**src/rtl/svr_pkg.sv**
```systemverilog
package svr_pkg;
  typedef enum logic [1:0] {
    DIR_HOLD = 2'd0,
    DIR_UP   = 2'd1,
    DIR_DOWN = 2'd2
  } ramp_dir_e;
endpackage

```
**src/rtl/svr_goal_sel.sv**
```systemverilog
module svr_goal_sel #(
  parameter int GAIN_W = 24
) (
  input  logic [GAIN_W-1:0] target_vol,
  input  logic              mute_req,
  input  logic              halt_req,
  output logic [GAIN_W-1:0] goal,
  output logic              fade_out
);
  // Halt wins over a released mute: either request drives the goal to zero.
  always_comb begin
    fade_out = mute_req | halt_req;
    goal     = fade_out ? '0 : target_vol;
  end
endmodule

```
**src/rtl/svr_ramp.sv**
```systemverilog
module svr_ramp
  import svr_pkg::*;
#(
  parameter int GAIN_W    = 24,
  parameter int FRAC_W    = 22,
  parameter int RAMP_LOG2 = 9
) (
  input  logic              clk,
  input  logic              rst_n,
  input  logic              adv,
  input  logic [GAIN_W-1:0] goal,
  output logic [GAIN_W-1:0] gain,
  output ramp_dir_e         dir
);
  localparam int STEP_SH = FRAC_W - RAMP_LOG2;
  localparam logic [GAIN_W-1:0] STEP = {{(GAIN_W-1){1'b0}}, 1'b1} << STEP_SH;

  // One frame of movement toward the goal, clamped so it lands on it exactly.
  function automatic logic [GAIN_W-1:0] step_toward(
    input logic [GAIN_W-1:0] cur,
    input logic [GAIN_W-1:0] tgt
  );
    logic [GAIN_W-1:0] gap;
    if (cur > tgt) begin
      gap = cur - tgt;
      return (gap > STEP) ? cur - STEP : tgt;
    end else begin
      gap = tgt - cur;
      return (gap > STEP) ? cur + STEP : tgt;
    end
  endfunction

  logic [GAIN_W-1:0] gain_nxt;

  always_comb begin
    if (gain > goal)      dir = DIR_DOWN;
    else if (gain < goal) dir = DIR_UP;
    else                  dir = DIR_HOLD;
    gain_nxt = step_toward(gain, goal);
  end

  always_ff @(posedge clk or negedge rst_n) begin
    if (!rst_n)   gain <= '0;
    else if (adv) gain <= gain_nxt;
  end

  // no frame advance, no change
  p_hold_r2: assert property (@(posedge clk) disable iff (!rst_n)
    !adv |=> $stable(gain));
  // bounded step size per frame
  p_step_size_r2: assert property (@(posedge clk) disable iff (!rst_n)
    adv |=> (((gain > $past(gain)) ? (gain - $past(gain)) : ($past(gain) - gain)) <= STEP));
  // never climbs past the goal
  p_no_overshoot_r4: assert property (@(posedge clk) disable iff (!rst_n)
    (adv && dir != DIR_DOWN) |=> (gain <= $past(goal)));
  // never falls past the goal
  p_no_undershoot_r3: assert property (@(posedge clk) disable iff (!rst_n)
    (adv && dir != DIR_UP) |=> (gain >= $past(goal)));
  // movement follows the direction decided before the edge
  p_dir_follow_r5: assert property (@(posedge clk) disable iff (!rst_n)
    (adv && dir == DIR_DOWN) |=> (gain < $past(gain)));
endmodule

```
**src/rtl/svr_halt_seq.sv**
```systemverilog
module svr_halt_seq (
  input  logic clk,
  input  logic rst_n,
  input  logic halt_req,
  input  logic gain_zero,
  input  logic pdn_req,
  output logic halt_done,
  output logic core_clk_en
);
  logic done_nxt;

  always_comb begin
    done_nxt    = halt_req & (halt_done | gain_zero);
    core_clk_en = ~pdn_req & ~halt_done;
  end

  always_ff @(posedge clk or negedge rst_n) begin
    if (!rst_n) halt_done <= 1'b0;
    else        halt_done <= done_nxt;
  end

  // status only while the gain really is at zero
  p_done_zero_r7: assert property (@(posedge clk) disable iff (!rst_n)
    halt_done |-> gain_zero);
  // completes one clock after zero is seen under halt
  p_done_set_r7: assert property (@(posedge clk) disable iff (!rst_n)
    (halt_req && gain_zero) |=> halt_done);
  // released halt clears status at the next edge
  p_release_r9: assert property (@(posedge clk) disable iff (!rst_n)
    !halt_req |=> !halt_done);
endmodule

```
**src/rtl/soft_mute_ramp.sv**
```systemverilog
module soft_mute_ramp
  import svr_pkg::*;
#(
  parameter int GAIN_W    = 24,
  parameter int FRAC_W    = 22,
  parameter int RAMP_LOG2 = 9
) (
  input  logic              clk,
  input  logic              rst_n,
  input  logic              frame_stb,
  input  logic [GAIN_W-1:0] target_vol,
  input  logic              mute_req,
  input  logic              halt_req,
  input  logic              pdn_req,
  output logic [GAIN_W-1:0] gain,
  output logic              halt_done,
  output logic              core_clk_en
);
  logic [GAIN_W-1:0] goal;
  logic              fade_out;
  logic              frame_adv;
  logic              gain_zero;
  ramp_dir_e         ramp_dir;

  assign frame_adv = frame_stb & ~pdn_req;
  assign gain_zero = (gain == '0);

  svr_goal_sel #(.GAIN_W(GAIN_W)) u_goal (
    .target_vol(target_vol),
    .mute_req  (mute_req),
    .halt_req  (halt_req),
    .goal      (goal),
    .fade_out  (fade_out)
  );

  svr_ramp #(.GAIN_W(GAIN_W), .FRAC_W(FRAC_W), .RAMP_LOG2(RAMP_LOG2)) u_ramp (
    .clk  (clk),
    .rst_n(rst_n),
    .adv  (frame_adv),
    .goal (goal),
    .gain (gain),
    .dir  (ramp_dir)
  );

  svr_halt_seq u_halt (
    .clk        (clk),
    .rst_n      (rst_n),
    .halt_req   (halt_req),
    .gain_zero  (gain_zero),
    .pdn_req    (pdn_req),
    .halt_done  (halt_done),
    .core_clk_en(core_clk_en)
  );

  // power-down freezes the gain even with a strobe present
  p_pdn_freeze_r10: assert property (@(posedge clk) disable iff (!rst_n)
    pdn_req |=> $stable(gain));
  // a fade request never lets the gain climb
  p_fade_no_rise_r8: assert property (@(posedge clk) disable iff (!rst_n)
    fade_out |=> (gain <= $past(gain)));
  // core is stopped whenever the halt has completed
  p_core_off_r7: assert property (@(posedge clk) disable iff (!rst_n)
    halt_done |-> !core_clk_en);
endmodule

```
**config.mk**
```make
export PLATFORM = sky130hd
export DESIGN_NAME = soft_mute_ramp
export DESIGN_NICKNAME = d
export VERILOG_FILES = /design/src/rtl/svr_pkg.sv /design/src/rtl/svr_goal_sel.sv /design/src/rtl/svr_ramp.sv /design/src/rtl/svr_halt_seq.sv /design/src/rtl/soft_mute_ramp.sv
export SDC_FILE = /design/constraint.sdc
export NUM_CORES = 1
export LEC_CHECK = 0
export ABC_AREA = 1
export BUFFER_PORTS_ARGS = -buffer_cell sky130_fd_sc_hd__buf_4
export CORE_AREA = 3 3 101 103
export CTS_CLUSTER_DIAMETER = 100
export DETAILED_ROUTE_END_ITERATION = 12
export DIE_AREA = 0 0 104 106
export GPL_TIMING_DRIVEN = 0
export PLACE_DENSITY = 0.8
export SLEW_MARGIN = 25
export SYNTH_ARGS = -nofsm -noshare
export SYNTH_HDL_FRONTEND = slang
export SYNTH_HIERARCHICAL = 1
export SYNTH_SLANG_ARGS = --single-unit
export TNS_END_PERCENT = 10
```
**constraint.sdc**
```tcl
create_clock -name clk -period 3.1 [get_ports clk]
set_input_delay 0.31 -clock clk [delete_from_list [all_inputs] [get_ports clk]]
set_output_delay 0.31 -clock clk [all_outputs]
set_load 0.01 [all_outputs]
```
## Word level (Yosys, flattened, before mapping)

Cells that the tools add are included.

- Bits in registers: 25
- Output and inout port bits: 26
- Input bits: 30
- Logic and storage cells: 21

- Bitwise gates (word level): 7
- Reductions and logical operators: 1
- Magnitude comparators: 3
- Add/sub/neg operators: 4
- Multiplexer cells: 4

Operators by type and width:

| cell | number |
|---|---|
| 24-bit two-way mux | 4 |
| 24-bit by 14-bit greater-than comparator with 1-bit output (second input constant) | 2 |
| 24-bit subtractor | 2 |
| 24-bit by 14-bit adder with 24-bit output (second input constant) | 1 |
| 24-bit greater-than comparator | 1 |
| 24-bit logical NOT | 1 |
| 24-bit by 14-bit subtractor with 24-bit output (second input constant) | 1 |
| 1-bit bitwise AND | 3 |
| 1-bit NOT | 2 |
| 1-bit bitwise OR | 2 |

## Depth between registers and ports, before layout

Gate-level depths: netlist of the first run.

- Word-level depth: 6
- Depth in mapped cells: 27
- Mapped depth without buffers: 25

## Modules after synthesis

The synthesis of the first run kept the hierarchy.

By module, submodules not included:

| module | sequential area each (sq um) | cells each | area each (sq um) | instances |
|---|---|---|---|---|
| svr_ramp | 600.6 | 1009 | 5256.3 | 1 |
| svr_goal_sel | 0.0 | 53 | 346.6 | 1 |
| soft_mute_ramp | 0.0 | 23 | 91.3 | 1 |
| svr_halt_seq | 25.0 | 5 | 40.0 | 1 |

## Worst setup path after synthesis of the first run

No wires, ideal clock.

- Path kind: register to register
- Start point: register u_ramp.gain[20]
- End point: register u_ramp.gain[11]
- Cell stages (with the launch flop): 20
- Setup time: 0.118 ns
- Buffers on the path: 2
- Data required time: 2.982 ns
- Path slack: 0.434 ns
- Arrival time: 2.548 ns
- Clock period less this slack: 2.666 ns
- Cells stage by stage: dfrtp_1 > clkinv_1 > ha_1 > buf_2 > nand2_1 > nor2_1 > nand2_1 > nor2_1 > nand2_1 > nand4_1 > nand2_1 > nor2_1 > nand2_1 > nor2_2 > nand2_1 > nand2_1 > nand3_4 > buf_6 > nand2_1 > o21ai_2

- Word-level cells in the longest chain between the ends: 4
- Elaborated cells between the ends (all ways): 8
- Those cells by class: add/sub: 2; order compare: 3; mux: 3

Ends and longest elaborated chain:

| what | line | text |
|---|---|---|
| start: declaration | svr_ramp.sv:12 | `output logic [GAIN_W-1:0] gain,` |
| start signal: assignment | svr_ramp.sv:44 | `else if (adv) gain <= gain_nxt;` |
| 24-bit subtractor (on tied branches) | svr_ramp.sv:28, svr_ramp.sv:25 |  |
| 24-bit by 14-bit greater-than comparator with 1-bit output (on tied branches) | svr_ramp.sv:29, svr_ramp.sv:26 |  |
| 24-bit two-way mux (on tied branches) | svr_ramp.sv:29, svr_ramp.sv:26 |  |
| 24-bit two-way mux (*) | svr_ramp.sv:24 | `if (cur > tgt) begin` |

Mark *: on every way between the ends. The rest lies on a longest branch, timed or not.
A chain may end at the register's enable or synchronous reset.

## Worst setup path in the final report of the first run

- Start point: input halt_req
- End point: register u_ramp.gain[2]

- Word-level cells in the longest chain between the ends: 6
- Elaborated cells between the ends (all ways): 10
- Those cells by class: add/sub: 2; order compare: 3; mux: 4; bitwise: 1

Ends and longest elaborated chain:

| what | line | text |
|---|---|---|
| start: declaration | soft_mute_ramp.sv:13 | `input logic halt_req,` |
| 1-bit bitwise OR (*) | svr_goal_sel.sv:12 | `fade_out = mute_req \| halt_req;` |
| 24-bit two-way mux (*) | svr_goal_sel.sv:13 | `goal = fade_out ? '0 : target_vol;` |
| named net goal[11] | soft_mute_ramp.sv:19 | `logic [GAIN_W-1:0] goal;` |
| 24-bit subtractor (on tied branches) | svr_ramp.sv:28, svr_ramp.sv:25 |  |
| 24-bit by 14-bit greater-than comparator with 1-bit output (on tied branches) | svr_ramp.sv:29, svr_ramp.sv:26 |  |
| 24-bit two-way mux (on tied branches) | svr_ramp.sv:29, svr_ramp.sv:26 |  |
| 24-bit two-way mux (*) | svr_ramp.sv:24 |  |

Mark *: on every way through the listed nets, which the timed path passes. The rest lies on a longest branch.

==> results of run 1 <==
registers in the layout, indices dropped and copies added, names as in the netlist:
signal and flops:
u_ramp/gain 24, u_halt/halt_done 1
cell usage in the layout, fill, tap and decap left out, types with 3 or more instances in the layout:
master,instances
nand3_1,114
dfrtp_1,8
ha_4,15
inv_2,7
buf_6,3
o21ai_2,13
nor2_2,15
nand2_2,30
xnor2_1,3
nand3_2,3
buf_4,91
nor2_1,61
dfrtp_2,17
ha_2,3
nor2_4,29
a21oi_1,17
clkbuf_8,3
a21oi_2,6
nand2_4,5
nand4_1,18
xor2_1,16
ha_1,31
nand2_1,414
nor3_1,8
inv_1,223
per-layer routing:
layer / GRT usage (%) / routed length (um)
met1: 44.6 / 8110
met4: 8.17 / 528
met3: 0.789 / 1720
met2: 49.8 / 9100
met5: 0 / 0
worst max path at each step:
stage                           startpoint                           to  cells past startpoint
6_report                          halt_req   u_ramp/gain[2]$_DFFE_PN0P_                     23
5_1_grt                           halt_req   u_ramp/gain[2]$_DFFE_PN0P_                     26
3_3_place_gp                      halt_req   u_ramp/gain[1]$_DFFE_PN0P_                     23
3_5_place_dp                      halt_req   u_ramp/gain[0]$_DFFE_PN0P_                     22
2_1_floorplan  u_ramp/gain[20]$_DFFE_PN0P_  u_ramp/gain[11]$_DFFE_PN0P_                     19
4_1_cts                           halt_req   u_ramp/gain[0]$_DFFE_PN0P_                     26
metrics by stage:
step	setup slack, ps	total power, uW	area (um2)
2_1_floorplan	434	4130	5730
3_3_place_gp	-283	5270	6300
3_5_place_dp	-361	5330	6300
4_1_cts	0.236	5580	6400
5_1_grt	-73.5	7120	7160
6_report	48.3	6500	7160
final cells by class:
class,instances,area [um2],area share [%]
clock inverters,1,7.51,0.105
repair buffers,88,698,9.75
flip-flops and latches,25,647,9.04
well taps,129,161,2.25
clock buffers,3,41.3,0.577
multi-input cells,812,4550,63.6
inverters,233,881,12.3
plain buffers,19,170,2.38
worst min-delay path: cells and delay by family:
kind	cells	cell delay (ps)
buffers and inverters	2	150
AND/OR/NAND/NOR	1	30
power by group:
part	total, uW	leakage (uW)	internal (uW)	switching, uW
combinational	5670	0.00378	2070	3600
sequential	640	0.000309	444	195
clock	191	0.0000217	90.8	100
total	6500	0.00411	2600	3900
what timing repair did:
item | CTS | global route
resized for setup | 14 | 141
setup buffers | 0 | 30
gates cloned | 0 | 2
endpoints found under the setup margin | 23 | 24
endpoints found under the hold margin | 25 | 0
pin swaps | 0 | 16
hold buffers | 1 | 0
==> reports/qor.csv, run 1 <==
stage;metric;value;unit
critical_path;critical path class;in2reg;
grt;largest net degree at the start of global routing;26;
sta;fin crit share;98.4;%
sta;slew margin rel.;67.2;%
floorplanning;die height;106;um
floorplanning;core area;0.00928;mm2
route;first-pass iteration count of the detailed router;8;
route;Vias/cell;5.40;
critical_path;WP data required;3260;ps
clocking;H-tree depth;1;
grt;aggregate global routing overflow;0;
clocking;clk_lat worst skew;270;ps
sta;Worst-Margin Slew;493;ps
placed_design;placed insts;1273;
critical_path;maximum fanout along the worst path;7;
status;status;finished, final reports clean;
critical_path;CP max-delay cell;ha_4;
finish;layout cells sized above 1;21.7;%
power;pwr dens;908;mW/mm2
run;MaxCap Viol Count;0;
synthesis;Synth Net Count;1169;
critical_path;Worst path max stage delay;250;ps
placed_design;Port Buffers;55;
critical_path;Critical Path AT;3210;ps
power;leakage;0.00411;uW
finish;Post-layout nets;1262;
finish;area delta synth->final;24.9;%
floorplanning;Row Count;35;
worst_hold_path;hold_sp;halt_req;
route;DR iter-0 viols;596;
sta;clk_skew;9.81;ps
grt;vias in the first global route;5977;
critical_path;r2r worst-path depth;19;
critical_path;Worst Path Buf+Inv;6;
route;routed vias;7077;
critical_path;endpoint of the worst register-to-register path;u_ramp/gain[2]$_DFFE_PN0P_;
sta;crit path time final;3050;ps
route;Total Wirelength;19500;um
route;number of nets with antenna violations after routing;0;
floorplanning;die area;0.0110;mm2
floorplanning;Initial Util;61.7;%
finish;FILL cells;791;
clocking;CTS tree;done;
synthesis;Syn Std Cell Area;0.00573;mm2
critical_path;Largest delay share family, worst path;simple AND/OR/NAND/NOR gates;
worst_hold_path;Worst Hold Depth;3;
floorplanning;DIE WIDTH;104;um
route;DRC Markers;0;
finish;Final Core Density;77.1;%
finish;Final Non-Filler Cells;1310;
clocking;TritonCTS Buffers;3;
grt;first-pass GRT wire length;28100;um
grt;initial antenna violation count;0;
floorplanning;top-level port count;56;
grt;All-Layer GR Usage;30.6;%
sta;Slew Viols, Final;0;
worst_hold_path;Hold EP;u_halt/halt_done$_DFF_PN0_;
finish;# diodes;0;
sta;final setup vio count;0;
placed_design;dpl hpwl;14400;um
critical_path;flop-to-flop setup slack;80;ps
sta;fmax;0.328;GHz
clocking;Root Driver;clkbuf_8;
worst_hold_path;worst min path class;in2reg;
power;worst vdd ir;0.647;mV
critical_path;Worst path most repeated cell;nand2_1;
route;wire per inst;14.9;um
critical_path;RR Startpoint;u_ramp/gain[16]$_DFFE_PN0P_;
sta;Setup TNS;0;ps
clocking;TritonCTS Sinks;25;
critical_path;Critical Path Start Type;primary input;
sta;Fin. Hold Viols;0;
critical_path;CP endpoint kind;flop;
synthesis;post-synthesis average cell area;5.26;um2
clocking;clk slew on worst S/H paths;90;ps
clocking;CTS max path bufs;2;
synthesis;Yosys warning count;6;
placed_design;GP Congestion;1.01;
critical_path;CP cell instances;buf_4, inv_2, nand2_8, clkbuf_16, nor2_4, ha_4, nand2_1, inv_1, a21oi_4, buf_4, o21a_1, nand2_1, nand2_1, nand2_1, nor2_1, nand2_1, nor2_4, nand2_2, nand2_2, nand3_4, clkbuf_16, nand2_1, o21ai_2;
sta;worst hold slack;264;ps
synthesis;Syn Inst Count;1089;
No activity file was read; power rests on OpenSTA's default activity.
==> inputs of run 2 (changes only) <==
- BUFFER_PORTS_ARGS: -buffer_cell sky130_fd_sc_hd__buf_4 -> unset
- CORE_AREA: 3 3 101 103 -> 3 3 97 99
- DIE_AREA: 0 0 104 106 -> 0 0 100 102
- DONT_BUFFER_PORTS: unset -> 1
- PLACE_DENSITY: 0.8 -> 0.81
==> reports/qor.csv, run 2 (synthesis results as in run 1) <==
stage;metric;value;unit
route;number of nets with antenna violations after routing;0;
sta;crit path time final;2930;ps
status;status;finished, final reports clean;
power;leakage;0.00369;uW
sta;final setup vio count;0;
route;DRC Markers;0;
route;wire per inst;13.7;um
route;Top Metal Used;met4;
placed_design;GP Congestion;1.02;
power;Clk pwr share;3.2;%
floorplanning;DIE WIDTH;100;um
grt;aggregate global routing overflow;0;
sta;Fin. Hold Viols;0;
critical_path;CP cell instances;inv_1, ha_2, fa_2, inv_2, nand2_1, nand2_2, nand2_1, nand2_1, nand2_1, nand3_1, nand2_1, nor2_1, nand2_1, nor2_4, nand2_2, nand2_2, nand3_4, clkbuf_16, nand2_1, o21ai_2;
floorplanning;Row Count;34;
clocking;clk_lat worst skew;260;ps
finish;most frequent cells in the layout;421 x nand2_1, 219 x inv_1, 116 x nand3_1, 61 x nor2_1, 30 x ha_1;
critical_path;CP endpoint kind;flop;
clocking;H-tree depth;1;
clocking;Root Driver;clkbuf_8;
critical_path;Critical Path AT;3090;ps
sta;fin crit share;94.5;%
clocking;TritonCTS Buffers;3;
critical_path;Critical Path Start Type;flop;
finish;layout cells sized above 1;16.0;%
finish;Post-layout nets;1186;
clocking;TritonCTS Sinks;25;
run;MaxCap Viol Count;0;
power;sw power;3630;uW
sta;Setup TNS;0;ps
floorplanning;core area;0.00864;mm2
route;Vias/cell;5.34;
finish;most flop-heavy register;u_ramp/gain;
placed_design;dpl hpwl;13400;um
clocking;CTS tree;done;
finish;area delta synth->final;11.9;%
critical_path;maximum fanout along the worst path;5;
floorplanning;die area;0.0102;mm2
critical_path;critical path class;reg2reg;
grt;vias in the first global route;5481;
finish;Largest regs;u_ramp/gain x24, u_halt/halt_done x1;
route;routed wl met3;1490;um
route;Total Wirelength;16600;um
power;Internal Dissipation;2320;uW
power;Gate power share;84.8;%
route;routed vias;6480;
grt;first-pass GRT wire length;25600;um
critical_path;Worst path max stage delay;450;ps
route;Met1 Routed Length;7480;um
clocking;clk slew on worst S/H paths;80;ps
finish;max reg flops;24;
sta;fmax;0.341;GHz
sta;RSZ-0062 raised after global routing;yes;
worst_hold_path;worst min path class;in2async;
placed_design;Post-DP Area;0.00587;mm2
clocking;CTS max path bufs;2;
critical_path;Worst path most repeated cell;nand2_1;
finish;commonest non-fill, non-tap cell in the layout;nand2_1;
route;DR iter-0 viols;411;
critical_path;CP max-delay cell;dfrtp_2;
grt;initial antenna violation count;0;
sta;Slew Viols, Final;0;
placed_design;Port Buffers;0;
grt;All-Layer GR Usage;30.8;%
route;first-pass iteration count of the detailed router;6;
power;Flop pwr share;12.0;%
power;pwr dens;927;mW/mm2
critical_path;WP data required;3260;ps
power;worst vdd ir;0.651;mV
floorplanning;top-level port count;56;
sta;Worst-Margin Slew;544;ps
floorplanning;die height;102;um
sta;clk_skew;3.43;ps
power;switch share;61.0;%
floorplanning;Initial Util;66.4;%
finish;cell area after layout;0.00641;mm2
sta;slew margin rel.;63.7;%
route;routed wl met2;7400;um
finish;# diodes;0;
grt;largest net degree at the start of global routing;26;
## run 2: area by class of cell
cell class | count | area, um2
Multi-Input combinational cell | 813 | 4430
Sequential cell | 25 | 654
Buffer | 19 | 166
Fill cell | 766 | 2220
Inverter | 233 | 881
Clock buffer | 4 | 45.0
Timing Repair Buffer | 11 | 100
Tap cell | 108 | 135
## run 2: routing by layer
layer	GRT usage [%]	vias to the layer above
met4	7.88	0
met3	3.34	22
met5	0	-
met1	45.0	2909
li1	-	3304
met2	48.7	245
## run 2: what timing repair did
action | 4_1_cts | 5_1_grt
endpoints found under the hold margin | 25 | 0
pin swaps | 0 | 7
setup endpoints to repair | 23 | 24
setup buffers | 0 | 9
cloned | 0 | 2
gates resized for setup | 17 | 117
hold buffers | 1 | 0
## run 2: power groups by stage
stage | clock network (uW) | registers, uW | logic (uW)
finish | 189 | 715 | 5040
global route | 201 | 742 | 5660
CTS | 191 | 701 | 4440
detailed placement | 0 | 696 | 4390
global placement | 0 | 692 | 4340
floorplan | 0 | 628 | 3500
## run 2: through the flow
| stage | instances | setup slack [ps] | power (uW) | hold slack, ps | utilization, % |
|---|---|---|---|---|---|
| after CTS | 1202 | 4.58 | 5330 | 141 | 68.9 |
| after floorplan | 1089 | 434 | 4130 | 14.4 | - |
| final | 1213 | 171 | 5940 | 22.3 | 74.3 |
| after detailed placement | 1197 | -216 | 5090 | 15.0 | 67.9 |
| after global routing | 1213 | -67.4 | 6600 | 48.3 | 74.3 |
| after global placement | 1197 | -151 | 5030 | 15.0 | 67.9 |
## run 2: worst paths after layout
path                       depth (start not counted)  slack [ps]                  startpoint                     endpoint
max                                               20         170  u_ramp/gain[0]$_DFFE_PN0P_   u_ramp/gain[3]$_DFFE_PN0P_
min                                                1          20                       rst_n  u_ramp/gain[23]$_DFFE_PN0P_
max reg2reg                                       20         170  u_ramp/gain[0]$_DFFE_PN0P_   u_ramp/gain[3]$_DFFE_PN0P_
min reg2reg                                        2         580  u_ramp/gain[2]$_DFFE_PN0P_   u_ramp/gain[2]$_DFFE_PN0P_
max in group asynchronous                          1        2690                       rst_n  u_ramp/gain[14]$_DFFE_PN0P_
min in group clk                                   2         150                    halt_req   u_halt/halt_done$_DFF_PN0_
## run 2: critical path, delay by kind of cell, from the launching register on
kind / cells / cell delay (ps)
buffers and inverters: 3 / 360
AO/OA/AOI/OAI: 1 / 50
adder cells (fa/ha/maj): 2 / 570
AND/OR/NAND/NOR: 14 / 1370
flip-flops: 1 / 450
